===== src/rtl/can_fault_conf.sv =====
module can_fault_conf #(
  parameter int CW        = 8,
  parameter int FREE_BITS = 11
) (
  input  logic          clk,
  input  logic          rst_n,
  input  logic          tx_err,
  input  logic          tx_ok,
  input  logic          rx_err,
  input  logic          rx_ok,
  input  logic          rx_bit,
  input  logic          bit_stb,
  input  logic          wr_rm,
  input  logic          wr_rm_val,
  input  logic          wr_tec,
  input  logic          wr_rec,
  input  logic [CW-1:0] wr_data,
  input  logic          beie,
  input  logic          eie,
  output logic [CW-1:0] tec,
  output logic [CW-1:0] rec,
  output logic          bus_off,
  output logic          err_stat,
  output logic          reset_mode,
  output logic          bus_err_irq,
  output logic          err_irq
);
  localparam logic [CW-1:0] MAXV  = {CW{1'b1}};
  localparam logic [CW-1:0] LOADV = {1'b0, {(CW-1){1'b1}}};
  localparam int            RW    = $clog2(FREE_BITS + 1);
  localparam logic [RW-1:0] RLAST = RW'(FREE_BITS - 1);

  logic          wait_q;
  logic [RW-1:0] run_q;

  wire oper       = !reset_mode && !bus_off && !wait_q;
  wire wr_ok      = reset_mode;
  wire enter_err  = oper && tx_err && (tec == MAXV);
  wire enter_wr   = wr_ok && wr_tec && (wr_data == MAXV) && !bus_off;
  wire enter      = enter_err || enter_wr;
  wire short_wr   = wr_ok && wr_tec && (wr_data != MAXV) && bus_off;
  wire bus_free   = bit_stb && rx_bit && (run_q == RLAST) && !reset_mode;
  wire rec_step   = bus_off && !reset_mode && bus_free;
  wire done_long  = rec_step && (tec == '0);
  wire done_short = wait_q && !reset_mode && bus_free;

  always_ff @(posedge clk or negedge rst_n) begin
    if (!rst_n)                             run_q <= '0;
    else if (reset_mode || bus_free)        run_q <= '0;
    else if (bit_stb && !rx_bit)            run_q <= '0;
    else if (bit_stb)                       run_q <= run_q + 1'b1;
  end

  always_ff @(posedge clk or negedge rst_n) begin
    if (!rst_n) tec <= '0;
    else if (enter) tec <= LOADV;
    else if (wr_ok && wr_tec && wr_data != MAXV) tec <= wr_data;
    else if (rec_step && tec != '0) tec <= tec - 1'b1;
    else if (oper && tx_err) tec <= tec + 1'b1;
    else if (oper && tx_ok && tec != '0) tec <= tec - 1'b1;
  end

  always_ff @(posedge clk or negedge rst_n) begin
    if (!rst_n) rec <= '0;
    else if (enter) rec <= '0;
    else if (wr_ok && wr_rec) rec <= wr_data;
    else if (oper && rx_err) begin
      if (rec != MAXV) rec <= rec + 1'b1;
    end
    else if (oper && rx_ok && rec != '0) rec <= rec - 1'b1;
  end

  always_ff @(posedge clk or negedge rst_n) begin
    if (!rst_n) begin
      bus_off     <= 1'b0;
      err_stat    <= 1'b0;
      wait_q      <= 1'b0;
      reset_mode  <= 1'b1;
      bus_err_irq <= 1'b0;
      err_irq     <= 1'b0;
    end else begin
      bus_err_irq <= enter && beie;
      err_irq     <= eie && (enter || done_long || done_short);
      if (enter) begin
        bus_off    <= 1'b1;
        err_stat   <= 1'b1;
        wait_q     <= 1'b0;
        reset_mode <= 1'b1;
      end else begin
        if (wr_rm) reset_mode <= wr_rm_val;
        if (short_wr) begin
          bus_off <= 1'b0;
          wait_q  <= 1'b1;
        end
        if (done_long) begin
          bus_off  <= 1'b0;
          err_stat <= 1'b0;
        end
        if (done_short) begin
          wait_q   <= 1'b0;
          err_stat <= 1'b0;
        end
      end
    end
  end
endmodule


===== config.mk =====
export PLATFORM = sky130hd
export DESIGN_NAME = can_fault_conf
export DESIGN_NICKNAME = d
export VERILOG_FILES = /design/src/rtl/can_fault_conf.sv
export SDC_FILE = /design/constraint.sdc
export NUM_CORES = 1
export LEC_CHECK = 0
export CAP_MARGIN = 10
export CORE_MARGIN = 5
export CORE_UTILIZATION = 43
export CTS_CLUSTER_DIAMETER = 150
export CTS_CLUSTER_SIZE = 30
export DETAILED_ROUTE_END_ITERATION = 10
export DONT_BUFFER_PORTS = 1
export PLACE_DENSITY_LB_ADDON = 0.3
export SETUP_SLACK_MARGIN = 0.15
export SLEW_MARGIN = 5
export SYNTH_ARGS = -nofsm -noshare
export SYNTH_HDL_FRONTEND = slang
export SYNTH_SLANG_ARGS = --single-unit

===== constraint.sdc =====
create_clock -name clk -period 3.15 [get_ports clk]
set_input_delay 0.4725 -clock clk [delete_from_list [all_inputs] [get_ports clk]]
set_output_delay 0.4725 -clock clk [all_outputs]
set_load 0.03 [all_outputs]

======== Word level (Yosys, flattened, before mapping) ========
Cells that the tools add are included.
word-level totals
  bits in registers ....................... 26
  bits of input ports ..................... 22
  output and inout port bits .............. 21
operators by class
  add/sub/neg operators ................... 5
  eq/ne operators ......................... 6
  multiplexer cells ....................... 24
  reduce and logical (&&, ||, !) cells .... 46
operators with widths
  kind                                                                 count
  8-bit 2-to-1 mux                                                     10
  1-bit logical AND                                                    27
  8-bit by 1-bit adder with 8-bit output (second input constant)       2
  8-bit == test (second input constant)                                2
  8-bit != test (second input constant)                                2
  8-bit nonzero test                                                   2
  8-bit by 1-bit subtractor with 8-bit output (second input constant)  2
  4-bit 2-to-1 mux                                                     3
  3-bit nonzero test                                                   4
  1-bit 2-to-1 mux                                                     11
  8-bit logical NOT                                                    1
  5-bit nonzero test                                                   1
  4-bit by 1-bit adder with 4-bit output (second input constant)       1
  4-bit == test (second input constant)                                1
  1-bit logical NOT                                                    4
  1-bit logical OR                                                     4
  4-bit by 3-bit != test with 1-bit output (second input constant)     1
  4-bit nonzero test                                                   1
  2-bit AND reduction                                                  1
  2-bit nonzero test                                                   1

======== Longest topological paths before layout ========
Gate-level depths: netlist (run 1).
  word-level depth ........................ 10
  mapped depth ............................ 10
  mapped depth without buffers ............ 9

======== Least setup slack after synthesis (run 1) ========
OpenSTA, ideal clock, no wires.
  kind .................................... reg-to-reg
  from .................................... reg bus_off
  to ...................................... reg rec[6]
  library setup time ...................... 120 ps
  data arrival time ....................... 2,683 ps
  data required time ...................... 3,030 ps
  slack ................................... 347 ps
  stages on the path, launching flop included .. 11
  buffers on the path ..................... 1
  clock period less this slack ............ 2,803 ps
  path through ............................ dfrtp_1 -> buf_2 -> nor3_1 -> nand2_1 -> fa_1 -> a211oi_1 -> o21bai_1 -> a21oi_1 -> xor2_1 -> o21ai_0 -> o211a_1
between the ends
  longest elaborated chain between the ends .. 8
  elaborated cells between the ends (all ways) .. 16
RTL lines
  what                                                                                      line    source
  start, declared                                                                           22      output logic bus_off,
  start signal, assigned                                                                    75      bus_off <= 1'b0;
  start signal, assigned                                                                    85      bus_off <= 1'b1;
  start signal, assigned                                                                    92      bus_off <= 1'b0;
  1-bit logical NOT (*)                                                                     36, 39
  1-bit logical AND (2 in series)                                                           36      wire oper = !reset_mode && !bus_off && !wait_q;
  1-bit logical AND (2 in series)                                                           38      wire enter_err = oper && tx_err && (tec == MAXV);
  1-bit logical OR                                                                          40      wire enter = enter_err || enter_wr;
  4-bit by 3-bit != test with 1-bit output (no line) or 4-bit nonzero test (tied branches)  n/a
  2-bit AND reduction (no line)                                                             n/a
  end signal, assigned                                                                      66      else if (wr_ok && wr_rec) rec <= wr_data;
  end signal, assigned                                                                      68      if (rec != MAXV) rec <= rec + 1'b1;
  end signal, assigned                                                                      70      else if (oper && rx_ok && rec != '0) rec <= rec - 1'b1;
  end, declared                                                                             21      output logic [CW-1:0] rec,
Mark *: on every way between the ends. The rest lies on a longest branch, timed or not.
A chain may end at the register's enable or synchronous reset.

======== Final worst setup path (run 1) ========
  from .................................... reg wait_q
  to ...................................... reg rec[6]
between the ends
  longest elaborated chain between the ends .. 7
  elaborated cells between the ends (all ways) .. 14
RTL lines
  what                                                                                      line  source
  start, declared                                                                           33    logic wait_q;
  start signal, assigned                                                                    77    wait_q <= 1'b0;
  start signal, assigned                                                                    87    wait_q <= 1'b0;
  start signal, assigned                                                                    93    wait_q <= 1'b1;
  1-bit logical NOT (*)                                                                     36
  1-bit logical AND (*)                                                                     36
  1-bit logical AND (2 in series)                                                           38
  1-bit logical OR                                                                          40
  4-bit by 3-bit != test with 1-bit output (no line) or 4-bit nonzero test (tied branches)  n/a
  2-bit AND reduction (no line)                                                             n/a
Marked as above.

==> results of run 1 <==
flip-flops by register name (all words and copies together), names as in the netlist:
signal and count:
rec 8, tec 8, run_q 4, bus_err_irq 1
bus_off 1, err_irq 1, err_stat 1, reset_mode 1
wait_q 1
path summary, 6_finish.rpt:
| kind | start | end | slack, ps | depth (start not counted) |
|---|---|---|---|---|
| hold reg to reg | run_q[3]$_DFFE_PN0P_ | run_q[3]$_DFFE_PN0P_ | 490 | 1 |
| setup / recovery | wait_q$_DFFE_PN0P_ | rec[6]$_DFFE_PN0P_ | 470 | 9 |
| max in group asynchronous | rst_n | rec[4]$_DFFE_PN0P_ | 2360 | 2 |
| hold / removal | beie | bus_err_irq$_DFF_PN0_ | 310 | 1 |
| setup reg to reg | wait_q$_DFFE_PN0P_ | rec[6]$_DFFE_PN0P_ | 470 | 9 |
| min in group asynchronous | rst_n | reset_mode$_DFFE_PN1P_ | 570 | 1 |
cells by family after synthesis:
family / Yosys count
DFF: 26
buffers and inverters: 16
muxes: 3
adders and majority gates: 13
xor gates and xnor gates: 6
AOI/OAI and AO/OA: 78
and+or+nand+nor: 80
routing by layer:
layer / up-vias / wire length [microns] / global-route usage
li1: 851 / - / -
met1: 816 / 2270 / 0.223
met2: 46 / 2490 / 0.291
met3: 4 / 325 / 0.0458
met4: 0 / 76 / 0.0608
met5: - / 0 / 0
synthesized netlist by cell type, types with 2 or more instances:
| master | instances | area (sq um) |
|---|---|---|
| o22a_1 | 2 | 17.5 |
| buf_6 | 4 | 45.0 |
| o22ai_1 | 4 | 25.0 |
| and2_1 | 3 | 18.8 |
| o21ai_1 | 2 | 10.0 |
| o211a_1 | 2 | 20.0 |
| mux2i_1 | 2 | 20.0 |
| o21a_1 | 3 | 22.5 |
| nand3_1 | 7 | 35.0 |
| clkbuf_1 | 2 | 7.51 |
| a22o_1 | 3 | 26.3 |
| a211oi_1 | 5 | 37.5 |
| dfrtp_1 | 25 | 626 |
| a31oi_1 | 3 | 18.8 |
| a21o_1 | 2 | 15.0 |
| ha_1 | 12 | 150 |
| nor3b_1 | 2 | 15.0 |
| nor2_1 | 15 | 56.3 |
| nand4_1 | 6 | 37.5 |
| nor3_1 | 7 | 35.0 |
| or4_1 | 2 | 15.0 |
| or2_2 | 2 | 12.5 |
| a21oi_1 | 20 | 100 |
| nand3b_1 | 2 | 15.0 |
| buf_2 | 2 | 10.0 |
| xnor2_1 | 3 | 26.3 |
| or3_1 | 4 | 25.0 |
| a2bb2oi_1 | 4 | 35.0 |
| nand2_1 | 20 | 75.1 |
| xor2_1 | 3 | 26.3 |
| o21bai_1 | 3 | 22.5 |
| o21ai_0 | 15 | 75.1 |
| inv_1 | 7 | 26.3 |
stage by stage:
step                      hold WS, ps  cells  cell area, sq um   util  power (W)
after global routing              308    281              2150  0.487    0.00220
final                             311    281              2150  0.487    0.00202
after detailed placement          178    274              2050  0.465    0.00178
after global placement            178    274              2050  0.465    0.00176
after floorplan                   177    222              1990      -    0.00156
after CTS                        16.7    280              2140  0.485    0.00202
cell type report:
| class | instances | area, sq um | area share |
|---|---|---|---|
| flip-flops and latches | 26 | 652 | 0.303 |
| inverters | 7 | 26.3 | 0.0122 |
| clock buffers | 4 | 55.1 | 0.0256 |
| well taps | 52 | 65.1 | 0.0303 |
| repair buffers | 12 | 108 | 0.0501 |
| multi-input cells | 180 | 1240 | 0.579 |
worst max-delay path, cell delays in order (launching register included):
cell      delay [ps]
dfrtp_1          450
nor3_1           260
nand2_1          320
fa_1             510
a211oi_1         370
o21bai_1         120
a21oi_1          180
xor2_1           150
o21ai_0           90
o211a_1          130
power groups by stage:
stage,registers (W),clock network [W],logic (W)
after floorplan,0.000822,0,0.000740
after CTS,0.000792,0.000228,0.000999
after detailed placement,0.000799,0,0.000982
after global placement,0.000794,0,0.000971
after global routing,0.000818,0.000248,0.00113
final,0.000791,0.000225,0.00100
timing repair:
action	CTS	global route
hold endpoints to repair	25	1
endpoints found under the setup margin	0	0
setup buffers	0	0
hold buffers	2	1
resized for setup	0	0
==> flow_metrics.tcl, run 1 <==
set metrics [dict create \
    intPower_w 0.000998 \
    maxSlewHeadroom 0.632 \
    pre_cts_slack_ps 545 \
    status "finished clean" \
    min_path_type "in -> reg" \
    fin_nets 265 \
    final-setup-viol-count 0 \
    row_count 24 \
    p_per_area_nw_per_um2 939 \
    setup_ws_ps 467 \
    synth_nets 257 \
    drcViolationCount 0 \
    synth_async_sr_flop_share 1.00 \
    synth_compound_gate_area_share 0.276 \
    ys_seq_area_frac 0.327 \
    ys.flop_type "dfrtp_1" \
    synth.ff_latch_count 26 \
    slew_violations 0 \
    seqPwrFrac 0.392 \
    synth_xor_area_frac 0.0264 \
    clockRootBuffer "clkbuf_8" \
    layout_common_cells "dfrtp_1, nand2_1, a21oi_1, o21ai_0, nor2_1" \
    fillers 429 \
    synth_area_sq_um 1990 \
    vias_per_cell 6.11 \
    ant_nets 0 \
    fmax_ghz 0.373 \
    die_h_microns 78.1 \
    first_iter_violations 76 \
    fp.dieArea_sq_um 6090 \
    max-cap-violations 0 \
    yosysWarnings 0 \
    clkPwrFrac 0.112 \
    h-tree-depth 1 \
    vias 1717 \
    routed_wl_microns 5160 \
    timing.final.crit_share 0.852 \
    worst_ir_drop_vdd_v 0.000371 \
    final_common_cell "dfrtp_1" \
    synth.area.mux_share 0.0157 \
    synth_top_family_by_area "compound AO/OA/AOI/OAI gates" \
    finalHoldViolations 0 \
    cts_buffers 3 \
    critPathKind "reg -> reg" \
    tightest_slew_ps 552 \
    ys_types 57 \
    initial_core_util 0.451 \
    critPathMaxFanout 10 \
    synth-edff-count 0 \
    area_growth_pct 7.91 \
    grt_pass1_vias 1712 \
    rsz0062_at_grt "no" \
    grt_use_total 0.176 \
    power_frac_comb 0.497 \
    port_buffers 0 \
    yosys.area_share.adder 0.0854 \
    dpl.hpwl_microns 3900 \
    first_pass_iters 4 \
    routedWlPerCell_microns 18.4 \
    clk_pin_slew_worst_paths_ps 90 \
    antenna_found_initial 0 \
    worstPathRequired_ps 3330 \
    synthSimpleGateAreaFrac 0.221 \
    synthCells 222 \
    clkSinkCount 26 \
    die-width_microns 78.1 \
    worstSkewPairLatency_ps 280 \
    grt_max_degree 26 \
    crit_arrival_ps 2860 \
    skew_ps 3.43 \
    diodes 0 \
    grt_pass1_wl_microns 8700 \
    clock_path_buffers 2 \
    coreArea_sq_um 4410 \
    final.min_clock_period_ps 2680 \
    routabilityCongestion 0.883 \
    cts_tree "yes" \
    grt_overflow 0 \
    worstSetupStartpointType "flop" \
    drive_above_1_share 0.122 \
    tns_ps 0 \
    crit_path_end_kind "flop" \
    syn_area_per_cell_sq_um 8.97 \
    ios 43 \
    sw_frac_of_total 0.506 \
    power.leakage_nw 0.901 \
    power.switching_w 0.00102 \
]
Power figures use the tool's default switching activity.
==> run 2, diff against run 1 <==
ABC_AREA = 1   (was not set)
==> run 2 against run 1 <==
Critical endpoint is now rec[7]$_DFFE_PN0P_. First-iteration DRC count grew to 3.1 times the previous value. Combinational power shrank 5%. Cell area grew 14%. Clock skew grew 4.3 ps. Sequential power grew 4.2%. Routed wire length grew 18%. Count of clock-buffer cells in the layout is the same.
==> flow_metrics.tcl, run 2 <==
set metrics [dict create \
    status "finished clean" \
    cts_buffers 3 \
    synthCells 359 \
    seq_area_sq_um 652 \
    grt_pass1_vias 2145 \
    die_h_microns 83.9 \
    cts_setup_buffers 0 \
    worstSetupStartpointType "flop" \
    top_regs "rec x8, tec x8, run_q x4" \
    critPathBufInv 1 \
    setup_ws_ps 691 \
    synth_top_cell_area_share 0.267 \
    fp.dieArea_sq_um 7030 \
    antenna_found_initial 0 \
    tns_ps 0 \
    h-tree-depth 1 \
    wl_met3_microns 602 \
    final_common_cell "nand2_1" \
    min_path_type "in -> async" \
    synth_area_sq_um 2350 \
    final_util 0.473 \
    ys.flop_type "dfrtp_1" \
    clockRootBuffer "clkbuf_8" \
    slew_violations 0 \
    dp.cells 422 \
    routabilityCongestion 0.879 \
    fin_nets 394 \
    ios 43 \
    drcViolationCount 0 \
    ant_nets 0 \
    max-cap-violations 0 \
    tightest_slew_ps 632 \
    final.min_clock_period_ps 2460 \
    coreArea_sq_um 5200 \
    synth_top_area_cell "dfrtp_1" \
    fillers 554 \
    yosys-top-cells-count "nand2_1, nand3_1, inv_1" \
    clock_path_buffers 2 \
    placed_cell_area_sq_um 2380 \
    synth-edff-count 0 \
    wl_met2_microns 2690 \
    p_per_area_nw_per_um2 813 \
    diodes 0 \
    cp_top_family "simple AND/OR/NAND/NOR gates" \
    cpPeakStageDelay_ps 580 \
    synth_nets 394 \
    drt-met1-wl_microns 2780 \
    crit_path_end_kind "flop" \
    fmax_ghz 0.407 \
    skew_ps 7.69 \
    worstSkewPairLatency_ps 280 \
    ys_seq_area_frac 0.278 \
    grt_pass1_wl_microns 10600 \
    synth_async_sr_flop_share 1.00 \
    top_layer_used "met4" \
    grt_use_total 0.181 \
    worst-r2r-cell-count 11 \
    crit_chain "inv_2, nand4_2, ha_1, a21oi_1, nor2_1, nor2_1, nand2_1, nand2_1, nand3_1, nand3_1, nand2_1" \
    drive_above_1_share 0.0866 \
    synth_most_common_cell "nand2_1" \
    dpl.hpwl_microns 4810 \
    maxSlewHeadroom 0.579 \
    rsz0062_at_grt "no" \
    cp.depth 11 \
    power.leakage_nw 1.27 \
    grt_max_degree 26 \
    critPathMaxFanout 11 \
    synth.ff_latch_count 26 \
    die-width_microns 83.9 \
    critPathKind "reg -> reg" \
    cp_slowest_cell "dfrtp_1" \
    timing.final.crit_share 0.781 \
    cts_tree "yes" \
    final-setup-viol-count 0 \
    stdcell_count 428 \
    pre_cts_slack_ps 712 \
    clkSinkCount 26 \
    area_growth_pct 4.91 \
    grt_overflow 0 \
    row_count 26 \
    ys_types 34 \
    routed_wl_microns 6110 \
    multi_input_area_sq_um 1450 \
    crit_arrival_ps 2640 \
    syn_area_per_cell_sq_um 6.53 \
    final_area_sq_um 2460 \
    worst_ir_drop_vdd_v 0.000373 \
    port_buffers 0 \
    first_iter_violations 233 \
    layout_common_cells "nand2_1, nand3_1, inv_1, nor2_1, dfrtp_1" \
    yosys-top-cells-area "dfrtp_1, nand2_1, nand3_1" \
    vias_per_cell 5.33 \
    initial_core_util 0.451 \
    routedWlPerCell_microns 14.3 \
    clk_pin_slew_worst_paths_ps 100 \
    yosysWarnings 0 \
    first_pass_iters 4 \
    vias 2281 \
    worstPathRequired_ps 3330 \
    finalHoldViolations 0 \
    cpMostUsedCell "nand2_1" \
]
[run 2: changes by cell type after synthesis, moves of 6 or more]
cell,delta
nor2_1,+16
nor3_1,-6
nand3_1,+42
a21oi_1,-11
nand2_1,+94
inv_1,+34
inv_2,+7
[run 2: per-stage QoR]
stage	total power, W	hold WS [ps]
floorplan	0.00159	177
finish	0.00200	25.2
global route	0.00222	7.38
detailed placement	0.00176	178
global placement	0.00175	178
CTS	0.00201	20.2
[run 2: routing by layer]
metal / track usage / vias to the layer above
met2: 0.278 / 86
li1: - / 1157
met3: 0.0533 / 4
met4: 0.0336 / 0
met1: 0.254 / 1034
met5: 0 / -
[run 2: power breakdown]
| group | switching (W) | total [W] | internal [W] |
|---|---|---|---|
| logic | 0.000577 | 0.000946 | 0.000369 |
| registers | 0.000394 | 0.000824 | 0.000430 |
| clock network | 0.000119 | 0.000232 | 0.000112 |
| total | 0.00109 | 0.00200 | 0.000912 |
[run 2: timing repair]
| action | in CTS | in global routing |
|---|---|---|
| hold buffers | 2 | 0 |
| endpoints found under the hold margin | 25 | 0 |
| gates resized for setup | 0 | 0 |
[run 2: area by class of cell]
class	instances	share of cell area
inverters	48	0.0732
clock buffers	4	0.0224
multi-input cells	277	0.589
repair buffers	3	0.0153
well taps	70	0.0356
flip-flops and latches	26	0.265
[run 2: logic make-up (layout without fill, tap and decap cells)]
family | count (synthesis) | count (layout) | share of synthesized area
xor gates and xnor gates | 5 | 5 | 0.0187
and+or+nand+nor | 218 | 218 | 0.421
DFF | 26 | 26 | 0.278
buffers and inverters | 56 | 55 | 0.105
AOI/OAI and AO/OA | 41 | 41 | 0.105
adders and majority gates | 13 | 13 | 0.0725
[run 2: path summary, 6_finish.rpt]
kind	start	endpoint	slack, ps
max in group asynchronous	rst_n	tec[6]$_DFFE_PN0P_	2380
worst min register to register	wait_q$_DFFE_PN0P_	wait_q$_DFFE_PN0P_	540
min in group clk	wr_rm	reset_mode$_DFFE_PN1P_	250
worst min-delay path	rst_n	reset_mode$_DFFE_PN1P_	30
worst max register to register	bus_off$_DFFE_PN0P_	rec[7]$_DFFE_PN0P_	690
worst max-delay path	bus_off$_DFFE_PN0P_	rec[7]$_DFFE_PN0P_	690
==> run 3, diff against run 2 <==
clock period = 2.41 ns   (was 3.15 ns; I/O delays follow)
==> run 3 against run 2 <==
Final cell count rose by 1.2%. Routed wire length up 0.46%. Non-clock buffer count rose by 5. First-iteration DRC count decreased by 24%. Sequential share of layout area shrank 0.68 points. Die area did not move. Largest cell class unchanged.
==> flow_metrics.tcl, run 3 (synthesized netlist as in run 2, its figures left out) <==
set metrics [dict create \
    clock_path_buffers 2 \
    fp.dieArea_sq_um 7030 \
    power.leakage_nw 1.31 \
    crit_arrival_ps 2180 \
    area_growth_pct 7.68 \
    ios 43 \
    layout_common_cells "nand2_1, nand3_1, inv_1, nor2_1, dfrtp_1" \
    dpl.hpwl_microns 4780 \
    final_common_cell "nand2_1" \
    die_h_microns 83.9 \
    rsz0062_at_grt "no" \
    fmax_ghz 0.502 \
    final_util 0.485 \
    grt_max_degree 27 \
    critPathMaxFanout 11 \
    grt_pass1_vias 2128 \
    worstPathRequired_ps 2600 \
    worstSkewPairLatency_ps 280 \
    grt_use_total 0.181 \
    first_pass_iters 4 \
    whs_path_depth 1 \
    clockRootBuffer "clkbuf_8" \
    r2r-start "bus_off$_DFFE_PN0P_" \
    placed_cell_area_sq_um 2410 \
    min_path_type "in -> reg" \
    cts_setup_buffers 0 \
    clkSinkCount 26 \
    drcViolationCount 0 \
    r2r_slack_ps 420 \
    routed_wl_microns 6140 \
    worst_ir_drop_vdd_v 0.000511 \
    skew_ps 3.74 \
    coreArea_sq_um 5200 \
    maxSlewHeadroom 0.634 \
    timing.final.crit_share 0.826 \
    worstSetupStartpointType "flop" \
    antenna_found_initial 0 \
    status "finished clean" \
    final.min_clock_period_ps 1990 \
    final-setup-viol-count 0 \
    grt_overflow 0 \
    finalHoldViolations 0 \
    row_count 26 \
    min_from "wr_rm" \
    cts_tree "yes" \
    fin_nets 399 \
    ant_nets 0 \
    timing.hold.ws_ps 129 \
    slew_violations 0 \
    routedWlPerCell_microns 14.2 \
    critPathKind "reg -> reg" \
    vias 2268 \
    top_regs "rec x8, tec x8, run_q x4" \
    worst-r2r-cell-count 11 \
    tightest_slew_ps 549 \
    startpoint "bus_off$_DFFE_PN0P_" \
    max-cap-violations 0 \
    fillers 551 \
    first_iter_violations 178 \
    diodes 0 \
    drive_above_1_share 0.102 \
    grt_pass1_wl_microns 10500 \
    vias_per_cell 5.24 \
    routabilityCongestion 0.879 \
    clk_pin_slew_worst_paths_ps 100 \
    die-width_microns 83.9 \
    h-tree-depth 1 \
    tns_ps 0 \
    crit_path_end_kind "flop" \
    p_per_area_nw_per_um2 1080 \
    cts_buffers 3 \
    port_buffers 0 \
    initial_core_util 0.451 \
    final_area_sq_um 2530 \
]
[run 3: timing repair]
| item | CTS | global route |
|---|---|---|
| hold endpoints to repair | 26 | 0 |
| setup endpoints to repair | 0 | 4 |
| hold buffers | 2 | 0 |
| gates resized for setup | 0 | 2 |
[run 3: stage by stage]
step | setup WS, ps | instances | total power, W
after floorplan | 277 | 359 | 0.00207
after global placement | 343 | 427 | 0.00231
after detailed placement | 282 | 427 | 0.00233
after CTS | 269 | 433 | 0.00274
after global routing | 196 | 433 | 0.00300
final | 418 | 433 | 0.00273
[run 3: where the power goes]
part           internal [W]  switching, W
combinational      0.000511      0.000836
clock              0.000223      0.000157
sequential         0.000563      0.000443
[run 3: final timing paths]
| path | endpoint |
|---|---|
| min in group asynchronous | rec[4]$_DFFE_PN0P_ |
| max reg2reg | rec[7]$_DFFE_PN0P_ |
| max | rec[7]$_DFFE_PN0P_ |
| min | reset_mode$_DFFE_PN1P_ |
| min reg2reg | wait_q$_DFFE_PN0P_ |
| max in group asynchronous | reset_mode$_DFFE_PN1P_ |
[run 3: area by class of cell]
type | count | area, sq um | share of cell area
timing repair buffer | 8 | 75.1 | 0.0297
clock inverter | 1 | 30.0 | 0.0119
tap | 70 | 87.6 | 0.0347
sequential | 26 | 652 | 0.258
multi-input combinational | 277 | 1460 | 0.578
inverter | 48 | 180 | 0.0713
clock buffer | 3 | 41.3 | 0.0163
[run 3: per-layer routing]
metal	GRT usage	part of all wire	routed length [microns]
met1	0.244	0.48	2970
met2	0.286	0.43	2630
met3	0.0632	0.083	511
met4	0.0292	0.0037	23
met5	0	0	0
[run 3: worst max-delay path: stages, from the launching register on]
cell and delay (ps):
dfrtp_1 400, inv_2 140, nand4_4 220, ha_1 400, a21oi_1 230, nor2_1 60
nor2_1 120, nand2_1 70, nand2_1 60, nand3_1 70, nand3_1 80, nand2_1 50
